==> config.mk <==
export PLATFORM = sky130hd
export DESIGN_NAME = irq_line_ctrl
export DESIGN_NICKNAME = d
export VERILOG_FILES = /design/src/rtl/irq_line_pkg.sv /design/src/rtl/irq_line_edge.sv /design/src/rtl/irq_line_bank.sv /design/src/rtl/irq_line_ctrl.sv
export SDC_FILE = /design/constraint.sdc
export NUM_CORES = 1
export LEC_CHECK = 0
export ABC_AREA = 1
export BUFFER_PORTS_ARGS = -buffer_cell sky130_fd_sc_hd__buf_2
export CORE_ASPECT_RATIO = 1.1
export CORE_MARGIN = 2
export CORE_UTILIZATION = 36
export DETAILED_ROUTE_END_ITERATION = 12
export PLACE_DENSITY = 0.63
export SLEW_MARGIN = 25
export SYNTH_ARGS = -nofsm -noshare
export SYNTH_HDL_FRONTEND = slang
export SYNTH_SLANG_ARGS = --single-unit
==> constraint.sdc <==
create_clock -name clk -period 1.7 [get_ports clk]
set_clock_uncertainty 0.05 [all_clocks]
set_input_delay 0.17 -clock clk [delete_from_list [all_inputs] [get_ports clk]]
set_output_delay 0.17 -clock clk [all_outputs]
set_load 0.05 [all_outputs]
==> src/rtl/irq_line_pkg.sv <==
`timescale 1ns/1ps
package irq_line_pkg;
  localparam int WORD_W      = 32;
  localparam int BANK_STRIDE = 8;
  localparam int COUNT_W     = 6;

  typedef enum logic [2:0] {
    OFS_MASK   = 3'd0,
    OFS_EVMASK = 3'd1,
    OFS_RISE   = 3'd2,
    OFS_FALL   = 3'd3,
    OFS_SWTRIG = 3'd4,
    OFS_PEND   = 3'd5
  } reg_ofs_e;

  function automatic logic [WORD_W-1:0] lines_to_mask(input int n);
    if (n >= WORD_W) return '1;
    return (WORD_W'(1) << n) - WORD_W'(1);
  endfunction
endpackage

==> src/rtl/irq_line_edge.sv <==
`timescale 1ns/1ps
module irq_line_edge
  import irq_line_pkg::*;
#(
  parameter logic [WORD_W-1:0] VALID = '1
) (
  input  logic              clk,
  input  logic              rst_n,
  input  logic [WORD_W-1:0] line_in,
  output logic [WORD_W-1:0] line_m,
  output logic [WORD_W-1:0] line_chg
);
  logic [WORD_W-1:0] lvl_q;

  assign line_m   = line_in & VALID;
  assign line_chg = line_m ^ lvl_q;

  always_ff @(posedge clk or negedge rst_n) begin
    if (!rst_n) lvl_q <= '0;
    else        lvl_q <= line_m;
  end

  AST_LEVEL_RECORD: assert property (@(posedge clk) disable iff (!rst_n)
    rst_n |=> (lvl_q == $past(line_m)));
endmodule

==> src/rtl/irq_line_bank.sv <==
`timescale 1ns/1ps
module irq_line_bank
  import irq_line_pkg::*;
#(
  parameter logic [WORD_W-1:0] VALID  = '1,
  parameter logic [WORD_W-1:0] DIRECT = '0
) (
  input  logic              clk,
  input  logic              rst_n,
  input  logic              wr_en,
  input  logic [2:0]        reg_ofs,
  input  logic [WORD_W-1:0] wdata,
  input  logic [WORD_W-1:0] line_in,
  output logic [WORD_W-1:0] rd_data,
  output logic [WORD_W-1:0] irq
);
  localparam logic [WORD_W-1:0] LVL_LINES = VALID & DIRECT;
  localparam logic [WORD_W-1:0] EDGE_LINES = VALID & ~DIRECT;

  logic [WORD_W-1:0] imr_q, emr_q, rise_q, fall_q, sw_q, pend_q, irq_q;
  logic [WORD_W-1:0] line_m, line_chg;
  logic [WORD_W-1:0] hw_set, sw_set, clr, sw_lim;
  logic sel_mask, sel_ev, sel_rise, sel_fall, sel_sw, sel_pend;

  irq_line_edge #(.VALID(VALID)) u_edge (
    .clk      (clk),
    .rst_n    (rst_n),
    .line_in  (line_in),
    .line_m   (line_m),
    .line_chg (line_chg)
  );

  always_comb begin
    sel_mask = wr_en && (reg_ofs == OFS_MASK);
    sel_ev   = wr_en && (reg_ofs == OFS_EVMASK);
    sel_rise = wr_en && (reg_ofs == OFS_RISE);
    sel_fall = wr_en && (reg_ofs == OFS_FALL);
    sel_sw   = wr_en && (reg_ofs == OFS_SWTRIG);
    sel_pend = wr_en && (reg_ofs == OFS_PEND);
  end

  always_comb begin
    sw_lim = wdata & EDGE_LINES;
    hw_set = line_chg & imr_q & EDGE_LINES &
             ((line_m & rise_q) | (~line_m & fall_q));
    sw_set = sel_sw ? (sw_lim & ~sw_q & imr_q & ~pend_q) : '0;
    clr    = sel_pend ? (pend_q & wdata & EDGE_LINES) : '0;
  end

  always_ff @(posedge clk or negedge rst_n) begin
    if (!rst_n) begin
      imr_q  <= LVL_LINES;
      emr_q  <= '0;
      rise_q <= '0;
      fall_q <= '0;
      sw_q   <= '0;
      pend_q <= '0;
      irq_q  <= '0;
    end else begin
      if (sel_mask) imr_q  <= wdata & VALID;
      if (sel_ev)   emr_q  <= wdata & VALID;
      if (sel_rise) rise_q <= sw_lim;
      if (sel_fall) fall_q <= sw_lim;
      if (sel_sw)   sw_q   <= sw_lim;
      else          sw_q   <= sw_q & ~clr;
      pend_q <= (pend_q & ~clr) | hw_set | sw_set;
      irq_q  <= hw_set | sw_set | (line_m & imr_q & LVL_LINES);
    end
  end

  always_comb begin
    unique case (reg_ofs)
      OFS_MASK:   rd_data = imr_q;
      OFS_EVMASK: rd_data = emr_q;
      OFS_RISE:   rd_data = rise_q;
      OFS_FALL:   rd_data = fall_q;
      OFS_SWTRIG: rd_data = sw_q;
      OFS_PEND:   rd_data = pend_q;
      default:    rd_data = '0;
    endcase
  end

  assign irq = irq_q;

  AST_PULSE_HAS_PENDING: assert property (@(posedge clk) disable iff (!rst_n)
    ((irq_q & EDGE_LINES & ~pend_q) == '0));
  AST_MASKED_NO_PULSE: assert property (@(posedge clk) disable iff (!rst_n)
    rst_n |=> ((irq_q & EDGE_LINES & ~$past(imr_q)) == '0));
  AST_SW_STORED: assert property (@(posedge clk) disable iff (!rst_n)
    sel_sw |=> (sw_q == $past(sw_lim)));
  AST_PEND_CLEARED: assert property (@(posedge clk) disable iff (!rst_n)
    sel_pend |=> ((pend_q & $past(clr & ~hw_set)) == '0));
  AST_LEVEL_NO_PEND: assert property (@(posedge clk) disable iff (!rst_n)
    rst_n |=> ((irq_q & LVL_LINES) == ($past(line_m & imr_q) & LVL_LINES)));
endmodule

==> src/rtl/irq_line_ctrl.sv <==
`timescale 1ns/1ps
module irq_line_ctrl
  import irq_line_pkg::*;
#(
  parameter int NUM_BANKS = 2,
  parameter logic [NUM_BANKS*COUNT_W-1:0] BANK_LINES = {6'd8, 6'd16},
  parameter logic [NUM_BANKS*WORD_W-1:0]  LEVEL_MASK = {32'h0000_0080, 32'h0000_F000},
  localparam int BANK_W = (NUM_BANKS > 1) ? $clog2(NUM_BANKS) : 1,
  localparam int ADDR_W = BANK_W + 3
) (
  input  logic                        clk,
  input  logic                        rst_n,
  input  logic [ADDR_W-1:0]           bus_addr,
  input  logic                        bus_we,
  input  logic [WORD_W-1:0]           bus_wdata,
  output logic [WORD_W-1:0]           bus_rdata,
  input  logic [NUM_BANKS*WORD_W-1:0] line_in,
  output logic [NUM_BANKS*WORD_W-1:0] irq_out
);
  localparam int SLOTS = 1 << BANK_W;

  logic [BANK_W-1:0] bank_idx;
  logic [2:0]        reg_ofs;
  logic [WORD_W-1:0] bank_rd [SLOTS];

  assign bank_idx = bus_addr[ADDR_W-1:3];
  assign reg_ofs  = bus_addr[2:0];

  for (genvar b = 0; b < SLOTS; b++) begin : g_bank
    if (b < NUM_BANKS) begin : g_real
      localparam logic [WORD_W-1:0] VMASK =
        lines_to_mask(int'(BANK_LINES[b*COUNT_W +: COUNT_W]));
      logic wr_hit;
      assign wr_hit = bus_we && (bank_idx == BANK_W'(b));
      irq_line_bank #(
        .VALID  (VMASK),
        .DIRECT (LEVEL_MASK[b*WORD_W +: WORD_W])
      ) u_bank (
        .clk     (clk),
        .rst_n   (rst_n),
        .wr_en   (wr_hit),
        .reg_ofs (reg_ofs),
        .wdata   (bus_wdata),
        .line_in (line_in[b*WORD_W +: WORD_W]),
        .rd_data (bank_rd[b]),
        .irq     (irq_out[b*WORD_W +: WORD_W])
      );
    end else begin : g_empty
      assign bank_rd[b] = '0;
    end
  end

  assign bus_rdata = bank_rd[bank_idx];
endmodule

==> results.md, run 1 <==
- Number of global-route vias before repair: 6,810
- Synth Register Bits: 167
- Initial DRT Pass Iterations: 5
- Global-route wire length before repair: 36,270 um
- Gr usage total: 19.27%
- Max Fclk: 0.5679 GHz
- Slew Limit Headroom: 64.81%
- Drt drc: 0
- Final Hold Viols: 0
- Startpoint types: flop
- Layout area overhead: 27.96%
- Die W: 148.7 um
- Fillcell total: 2,186
- Worst hold path depth: 4
- Largest stage delay on the critical path: 0.54 ns
- H-tree levels: 4
- Vias per cell: 4.912
- P_leak: 0.005488 uW
- CP max FO: 2
- I/O pins: 199
- Drt total wl: 23,140 um
- Fin worst setup slack: -0.06099 ns
- Fin util: 46.69%
- Final setup violation count: 1
- Slew @ Worst Pin: 0.5259 ns
- Max Cap Viol: 0
- # diodes: 0
- Critical Path RT: 1.48 ns
- Crit path kind: flop to primary output
- Clk sinks: 167
- Largest net degree at the start of global routing: 42
- Pwr dens: 1182 mW/mm^2
- Commonest non-fill, non-tap cell in the layout: nand2_1
- VDD IR-drop max: 0.7107 mV
- Delay-heaviest family, CP: flip-flops
- Worst R2R End: g_bank[0].g_real.u_bank.pend_q[11]
- Crit-path cells: nand3_2 -> nand3_2 -> nand2_2 -> a21oi_4 -> buf_6
- Port buffer count: 86
- # nets final: 1,296
- GR Layer Usage met3: 3.101%
- Worst reg2reg path startpoint: g_bank[0].g_real.u_bank.fall_q[11]
- Commonest non-fill, non-tap cells in the layout: 278 x nand2_1, 162 x dfrtp_1, 105 x nand3_1
- Maximum clock path buffer count: 2
- Share of cells above drive strength 1: 20.81%
- Detail Route Antenna Nets: 0
- Root Buffer: clkbuf_16
- CP arrival: 1.54 ns
- Initial DRC Count: 596
- Buf/Inv on CP: 1
- Die area: 0.02425 mm^2
- RSZ-0062 raised after global routing: true
- Internal power: 8477 uW
- FF-to-FF path depth: 5
- Clock Pin Slew Worst Setup and Hold Paths: 0.06 ns
- Combinational power share: 24.1%
- WL/cell: 15.36 um
- Status: complete, but fails checks
- Synth cell types: 24
- Crit path top cell by count: nand3_2
- Final clock period utilization by the worst path: 103.6%
- Switching Fraction: 32.37%
- Seq pwr share: 43.3%
- CTS tree: done
- Vias: 7,397
- Synth Cell Area: 0.008288 mm^2
- Setup_tns: -0.06099 ns
- Pre-CTS WS: -0.07682 ns
- Clock Latency Late Sink: 0.43 ns
- Crit. End Element: primary output
- Synth warn: 0
- Worst Hold Path EP: g_bank[0].g_real.u_bank.pend_q[10]
- Avg Cell Area, Syn: 8.054 um^2
- # rows: 58
- Clock period minus worst slack: 1.761 ns
- Flop2flop setup slack: 0.69 ns
- Clk pwr share: 32.6%
- Hold_sp: bus_wdata[10]
- Core Box Area: 0.02271 mm^2
- Initial antenna violation count: 0
- Min-delay worst type: primary input to flop
- Placer's final routability congestion estimate: 0.8391
- GRT overflow: 0
- TritonCTS Buffers: 17
- Gate Count Post-Synth: 1,029
- Post-DP HPWL: 15,830 um
- Cell with the largest stage delay on the worst path: dfstp_2
- Chip Height: 163.1 um
- Failing checks: negative setup slack
- Initial Util: 36.49%
- Sequential fraction of the synthesis area: 50.50%
- Sw Pwr: 4057 uW
- Max-slew violation count: 0
- GRT busiest layer: met2
- Met1 Resource Use GR: 25.59%
- GR Util met2: 32.15%
worst min-delay path, cell delays in order:
cell and delay [ns]:
buf_2 0.10, nand3_1 0.09, nand2_1 0.05, nand3_1 0.06
logic make-up (layout without fill, tap and decap cells):
logic type | count (synthesis) | after routing | share of synthesized area, %
AOI/OAI and AO/OA | 142 | 142 | 8.575
xor gates and xnor gates | 19 | 19 | 2.008
buffers and inverters | 192 | 314 | 11.78
DFF | 167 | 167 | 50.50
other | 1 | 56 | 0.04525
and+or+nand+nor | 508 | 508 | 27.10
layer usage:
layer | vias up | wire [um]
met4 | 0 | 432
met5 | - | 0
met1 | 3542 | 10180
met2 | 240 | 11310
li1 | 3588 | -
met3 | 27 | 1214
per-stage QoR:
step	hold slack [ns]	total power [uW]	instance area, um^2	std cells
after detailed placement	0.09587	8023	9264	1418
after floorplan	-0.1756	7293	8558	1084
after global routing	0.04197	13240	10610	1506
after CTS	0.01691	12350	10300	1484
final	0.02520	12530	10610	1506
after global placement	0.09700	7938	9264	1418
synthesized netlist by cell type:
master      n  area, um^2
nor3b_1     1       7.510
dfstp_2     5       131.4
o21ai_0    91       455.4
clkbuf_1   17       63.81
nor2_4      2       22.52
nand3_1   107       535.5
buf_1       4       15.01
buf_2      27       135.1
nor3_4      1       16.27
nand2_1   288        1081
inv_2       6       22.52
inv_1      79       296.5
nand3_2     1       10.01
nor4_1      1       6.260
nor2_1     41       153.9
conb_1      1       3.750
dfrtp_1   162        4054
nor2_2      4       25.02
nand4_1    59       369.1
xor2_1     19       166.4
o21ai_1    40       200.2
nand2_2     3       18.77
buf_4      59       442.9
a21oi_1    11       55.05
registers in the layout (all words and copies together), names as in the netlist:
signal	cells
g_bank.g_real.u_bank.irq	24
g_bank.g_real.u_bank.rise_q	19
g_bank.g_real.u_bank.u_edge.lvl_q	19
g_bank.g_real.u_bank.sw_q	19
g_bank.g_real.u_bank.emr_q	24
g_bank.g_real.u_bank.fall_q	19
g_bank.g_real.u_bank.imr_q	24
g_bank.g_real.u_bank.pend_q	19
how the worst max path moves through the flow:
stage,cells after the start,end,from
5_1_grt,5,bus_rdata[7],g_bank[1].g_real.u_bank.imr_q[7]
2_1_floorplan,9,bus_rdata[7],bus_addr[0]
3_5_place_dp,11,bus_rdata[5],bus_addr[0]
4_1_cts,5,bus_rdata[7],g_bank[1].g_real.u_bank.imr_q[7]
6_report,5,bus_rdata[7],g_bank[1].g_real.u_bank.imr_q[7]
3_3_place_gp,10,bus_rdata[7],bus_addr[1]
layout make-up:
cell class	instances	area, um^2	share of cell area, %
Clock buffer	23	467.9	4.412
Clock inverter	9	147.6	1.392
Inverter	85	321.6	3.032
Multi-Input combinational cell	725	3472	32.74
Sequential cell	167	4185	39.46
Tap cell	300	375.4	3.539
Timing Repair Buffer	197	1635	15.42
power by group through the flow:
stage / Sequential [uW] / Clock (uW) / Combinational [uW]
6_report: 5430 / 4090 / 3020
5_1_grt: 5540 / 4350 / 3350
4_1_cts: 5440 / 4180 / 2730
3_5_place_dp: 5520 / 0 / 2500
3_3_place_gp: 5510 / 0 / 2430
2_1_floorplan: 5500 / 0 / 1790
repair_timing:
| item | 4_1_cts | 5_1_grt |
|---|---|---|
| resized for setup | 33 | 36 |
| pin swaps | 7 | 16 |
| setup buffers | 5 | 19 |
| endpoints found under the setup margin | 16 | 16 |
| cloned | 0 | 3 |
| endpoints found under the hold margin | 67 | 0 |
| hold buffers | 29 | 0 |
Note: power is estimated with default switching activity, not from simulation.
==> run 2: changes to the inputs <==
ABC_AREA = unset   (was 1)
SKIP_CTS_REPAIR_TIMING = 1   (was unset)
==> results.md, run 2 <==
- Area contributors post-synth: dfrtp_1 48%, mux2_2 11%, buf_4 5.6%
- Synth Register Bits: 167
- Pre-CTS WS: -0.3497 ns
- # rows: 58
- Pwr dens: 1186 mW/mm^2
- Gr usage total: 17.97%
- Max-slew violation count: 0
- GRT overflow: 0
- Share of cells above drive strength 1: 40.11%
- Clock Latency Late Sink: 0.44 ns
- Final Hold Viols: 0
- FF-to-FF path depth: 5
- Switching Fraction: 32.71%
- H-tree levels: 4
- Worst hold path depth: 2
- Crit. End Element: primary output
- Initial Util: 36.72%
- Layout area overhead: 29.41%
- Sw Pwr: 4212 uW
- Post-DP HPWL: 15,390 um
- Fin util: 47.52%
- VDD IR-drop max: 0.6788 mV
- Max Fclk: 0.4650 GHz
- TritonCTS Buffers: 17
- Clock period minus worst slack: 2.150 ns
- Failing checks: negative setup slack
- Port buffer count: 86
- # diodes: 0
- Synth top cells by count: 162 x dfrtp_1, 81 x mux2_2, 63 x buf_4
- Final clock period utilization by the worst path: 126.5%
- Fin worst setup slack: -0.4504 ns
- CP arrival: 1.93 ns
- Clk sinks: 167
- Drt total wl: 21,990 um
- # nets final: 1,030
- Number of global-route vias before repair: 6,028
- Root Buffer: clkbuf_16
- Synth cell types: 58
- CP max FO: 2
- Startpoint types: flop
- Detail Route Antenna Nets: 0
- Multi-input combinational cell area: 0.003782 mm^2
- Avg Cell Area, Syn: 11.63 um^2
- Critical Path RT: 1.48 ns
- P_leak: 0.005077 uW
- RSZ-0062 raised after global routing: true
- Fillcell total: 2,073
- Async S/R FF share, synth: 100.0%
- FF+latch area: 0.004185 mm^2
- Post-DP Area: 0.009717 mm^2
- Clock Pin Slew Worst Setup and Hold Paths: 0.07 ns
- Initial antenna violation count: 0
- Top FF cell, synth: dfrtp_1
- Vias: 6,290
- Synth Cell Area: 0.008394 mm^2
- Area share of the largest cell type after synthesis: 48.29%
- Most frequent cell after synthesis: dfrtp_1
- Sequential fraction of the synthesis area: 49.86%
- Combinational power share: 27.0%
- Drt drc: 0
- Final setup violation count: 12
- Initial DRC Count: 406
- Initial DRT Pass Iterations: 5
- I/O pins: 199
- Status: complete, but fails checks
- Final instance area: 0.01086 mm^2
- Commonest non-fill, non-tap cell in the layout: dfrtp_1
- Clk pwr share: 30.0%
- Chip Height: 164.2 um
- Commonest non-fill, non-tap cells in the layout: 162 x dfrtp_1, 97 x buf_4, 79 x mux2_2
- Synth warn: 0
- CTS tree: done
- Seq pwr share: 43.0%
- Final Power: 12,880 uW
- Global-route wire length before repair: 33,510 um
- Number of enable flip-flop cells after synthesis: 0
- Maximum clock path buffer count: 2
- Die area: 0.02456 mm^2
- Min-delay worst type: primary input to flop
- Die W: 149.6 um
- Core Box Area: 0.02286 mm^2
- WL/cell: 17.73 um
- Crit path kind: flop to primary output
- Placer's final routability congestion estimate: 0.8246
- Max Cap Viol: 0
- Vias per cell: 5.073
- Internal power: 8667 uW
- Cell taking the most area after synthesis: dfrtp_1
- Largest net degree at the start of global routing: 45
- Gate Count Post-Synth: 722
-- run 2: changes by cell type after synthesis, moves of 39 or more --
cell | previous run | this run
o21ai_0 | 91 | 16
o21ai_1 | 40 | 1
inv_1 | 79 | 20
nand3_1 | 107 | 16
nand2_1 | 288 | 42
nand4_1 | 59 | 19
mux2_2 | 0 | 81
-- run 2: through the flow --
| stage | cells | hold slack, ns | TNS, ns |
|---|---|---|---|
| 4_1_cts | 1196 | -0.3676 | -4.761 |
| 6_report | 1240 | 0.01666 | -3.131 |
| 2_1_floorplan | 777 | -0.1756 | -0.3398 |
| 3_3_place_gp | 1164 | 0.1008 | -19.32 |
| 3_5_place_dp | 1164 | 0.09749 | -20.48 |
| 5_1_grt | 1240 | 0.01946 | -3.881 |
-- run 2: logic make-up after synthesis --
group / Yosys count / synth area share (%)
AOI/OAI and AO/OA: 104 / 9.271
muxes: 128 / 17.98
other: 1 / 0.04467
and+or+nand+nor: 203 / 13.85
DFF: 167 / 49.86
buffers and inverters: 119 / 9.003
-- run 2: cell type report --
class	instances	area share (%)
Inverter	22	0.7602
Tap cell	300	3.455
Clock inverter	14	1.267
Sequential cell	167	38.53
Clock buffer	18	4.043
Multi-Input combinational cell	491	34.82
Timing Repair Buffer	228	17.13
-- run 2: path summary, 6_finish.rpt --
path	from	endpoint	slack, ns
max	g_bank[1].g_real.u_bank.imr_q[2]	bus_rdata[2]	-0.45
min reg2reg	g_bank[1].g_real.u_bank.emr_q[7]	g_bank[1].g_real.u_bank.emr_q[7]	0.46
min in group asynchronous	rst_n	g_bank[0].g_real.u_bank.irq[6]	0.20
max in group asynchronous	rst_n	g_bank[0].g_real.u_bank.imr_q[12]	0.82
min	bus_wdata[8]	g_bank[0].g_real.u_bank.rise_q[8]	0.02
max reg2reg	g_bank[0].g_real.u_bank.pend_q[4]	g_bank[0].g_real.u_bank.pend_q[4]	0.38
-- run 2: critical path: stages (launching register included) --
cell,delay (ns)
dfrtp_1,0.34
or4b_1,0.45
o211ai_2,0.11
o21ai_2,0.10
a221oi_4,0.28
buf_6,0.20
-- run 2: power groups by stage --
stage,Clock (uW),Combinational [uW],Sequential (uW)
final,3860,3470,5540
after floorplan,0,2080,5620
after detailed placement,0,3110,5600
after global placement,0,3050,5590
after global routing,4080,3750,5650
after CTS,3930,3130,5530
-- run 2: layer usage --
metal	up-vias	track usage, %	part of all wire, %
met5	-	0	0
met4	0	6.234	1.8
met3	34	3.806	5.2
met2	207	28.61	48
met1	3135	24.31	45
li1	2914	-	-
==> run 3: changes to the inputs <==
ABC_AREA = 1   (was unset)
CELL_PAD_IN_SITES_DETAIL_PLACEMENT = 0   (was unset)
CELL_PAD_IN_SITES_GLOBAL_PLACEMENT = 1   (was unset)
PLACE_DENSITY = 0.79   (was 0.63)
SYNTH_HIERARCHICAL = 1   (was unset)
==> results.md, run 3 <==
- Status: complete, but fails checks
- Failing checks: negative hold slack, negative setup slack
- RSZ-0062 raised after global routing: true
- CP arrival: 1.48 ns
- Fin worst setup slack: -0.002072 ns
- Port buffer count: 86
- Final Power: 13,260 uW
- Synth warn: 6
- Core Box Area: 0.02704 mm^2
- TritonCTS Buffers: 17
- Final Hold Viols: 1
- Placer's final routability congestion estimate: 0.8377
- GRT overflow: 0
- Layout area overhead: 24.50%
- Global-route wire length before repair: 40,760 um
- Maximum clock path buffer count: 2
- Vias: 8,731
- CTS tree: done
- Detail Route Antenna Nets: 0
- Die W: 162.3 um
- Largest net degree at the start of global routing: 49
- P_leak: 0.006900 uW
- Initial DRC Count: 578
- Multi-input combinational cell area: 0.004313 mm^2
- Initial DRT Pass Iterations: 5
- Pre-CTS WS: -0.09754 ns
- Root Buffer: clkbuf_16
- Commonest non-fill, non-tap cells in the layout: 475 x nand2_1, 161 x dfrtp_1, 156 x inv_1
- Number of global-route vias before repair: 7,703
- WL/cell: 13.87 um
- # nets final: 1,640
- Commonest non-fill, non-tap cell in the layout: nand2_1
- Startpoint types: flop
- Synth Cell Area: 0.009918 mm^2
- Crit path kind: flop to primary output
- Final hold slack: -0.005631 ns
- Clock period minus worst slack: 1.702 ns
- Avg Cell Area, Syn: 7.352 um^2
- Clk sinks: 167
- Clock Pin Slew Worst Setup and Hold Paths: 0.06 ns
- Max-slew violation count: 0
- Post-DP HPWL: 18,360 um
- H-tree levels: 4
- Final clock period utilization by the worst path: 100.1%
- Gr usage total: 18.25%
- Initial Util: 36.68%
- Chip Height: 178.1 um
- Pwr dens: 1074 mW/mm^2
- Die area: 0.02890 mm^2
- CP max FO: 4
- Share of cells above drive strength 1: 20.58%
- Initial antenna violation count: 0
- I/O pins: 199
- Max Fclk: 0.5875 GHz
- # diodes: 0
- Worst Hold Path EP: g_bank[0].g_real.u_bank/sw_q[10]
- Critical Path RT: 1.48 ns
- Drt total wl: 26,450 um
- Gate Count Post-Synth: 1,349
- VDD IR-drop max: 0.5601 mV
- FF-to-FF path depth: 6
- Post-DP Area: 0.01080 mm^2
- Worst reg2reg path startpoint: g_bank[0].g_real.u_bank/rise_q[11]
- Worst R2R End: g_bank[0].g_real.u_bank/pend_q[11]
- Worst hold path depth: 3
- Fillcell total: 2,743
- Critical path origin: g_bank[0].g_real.u_bank/pend_q[2]
- Final instance area: 0.01235 mm^2
- # rows: 63
- Flop2flop setup slack: 0.59 ns
- Clock Latency Late Sink: 0.43 ns
- Max Cap Viol: 0
- Final setup violation count: 1
- Crit. End Element: primary output
- FF+latch area: 0.004187 mm^2
- Hold_sp: bus_wdata[10]
- Vias per cell: 4.578
- Min-delay worst type: primary input to flop
- Drt drc: 0
-- run 3: cell types whose count changed in the layout (fill, tap and decap cells not counted), sizes merged, moves of 20 or more --
cell | previous run | this run
nand3 | 16 | 99
o21ai | 17 | 124
inv | 30 | 162
and3 | 20 | 0
mux2i | 21 | 0
nand3b | 38 | 12
nand4 | 19 | 53
conb | 56 | 80
nand2 | 45 | 508
mux2 | 103 | 0
-- run 3: worst max-delay path by stage --
stage	endpoint	depth (start not counted)
global placement	bus_rdata[2]	11
detailed placement	bus_rdata[2]	11
finish	bus_rdata[2]	7
CTS	bus_rdata[2]	11
floorplan	bus_rdata[1]	11
global route	bus_rdata[0]	7
-- run 3: worst max-delay path, stage by stage, from the launching register on --
cell and delay (ns):
dfrtp_1 0.41, nand4_1 0.10, nand2_1 0.05, nor2_1 0.09, nand2_1 0.10, nand2_2 0.08, nand2_2 0.06, buf_6 0.15
-- run 3: metrics by stage --
step | cells | utilization, % | setup TNS [ns] | hold WS [ns]
6_report | 1907 | 45.67 | -0.002072 | -0.005631
2_1_floorplan | 1427 | - | 0 | -0.1756
4_1_cts | 1819 | 42.24 | -1.193 | -0.4066
3_3_place_gp | 1787 | 39.95 | -0.8546 | 0.04600
5_1_grt | 1907 | 45.67 | -0.7385 | 0.005457
3_5_place_dp | 1787 | 39.95 | -1.040 | 0.04715
-- run 3: where the power goes --
part	total, uW	internal, uW	switching [uW]
Clock	4130	2540	1590
Sequential	5450	4820	625
Combinational	3680	1530	2150
Total	13300	8890	4360
-- run 3: routing by layer --
| layer | track usage (%) | vias to the layer above | share of wire (%) |
|---|---|---|---|
| met5 | 0 | - | 0 |
| met4 | 4.425 | 0 | 1.9 |
| met3 | 3.255 | 32 | 4.7 |
| met2 | 31.06 | 230 | 49 |
| met1 | 24.17 | 4052 | 44 |
| li1 | - | 4417 | - |
-- run 3: layout make-up --
cell class	count	share of cell area, %
multi-input combinational	939	34.93
sequential	167	33.90
timing repair buffer	249	17.48
inverter	163	5.056
clock buffer	24	3.820
tap	357	3.617
clock inverter	8	1.196
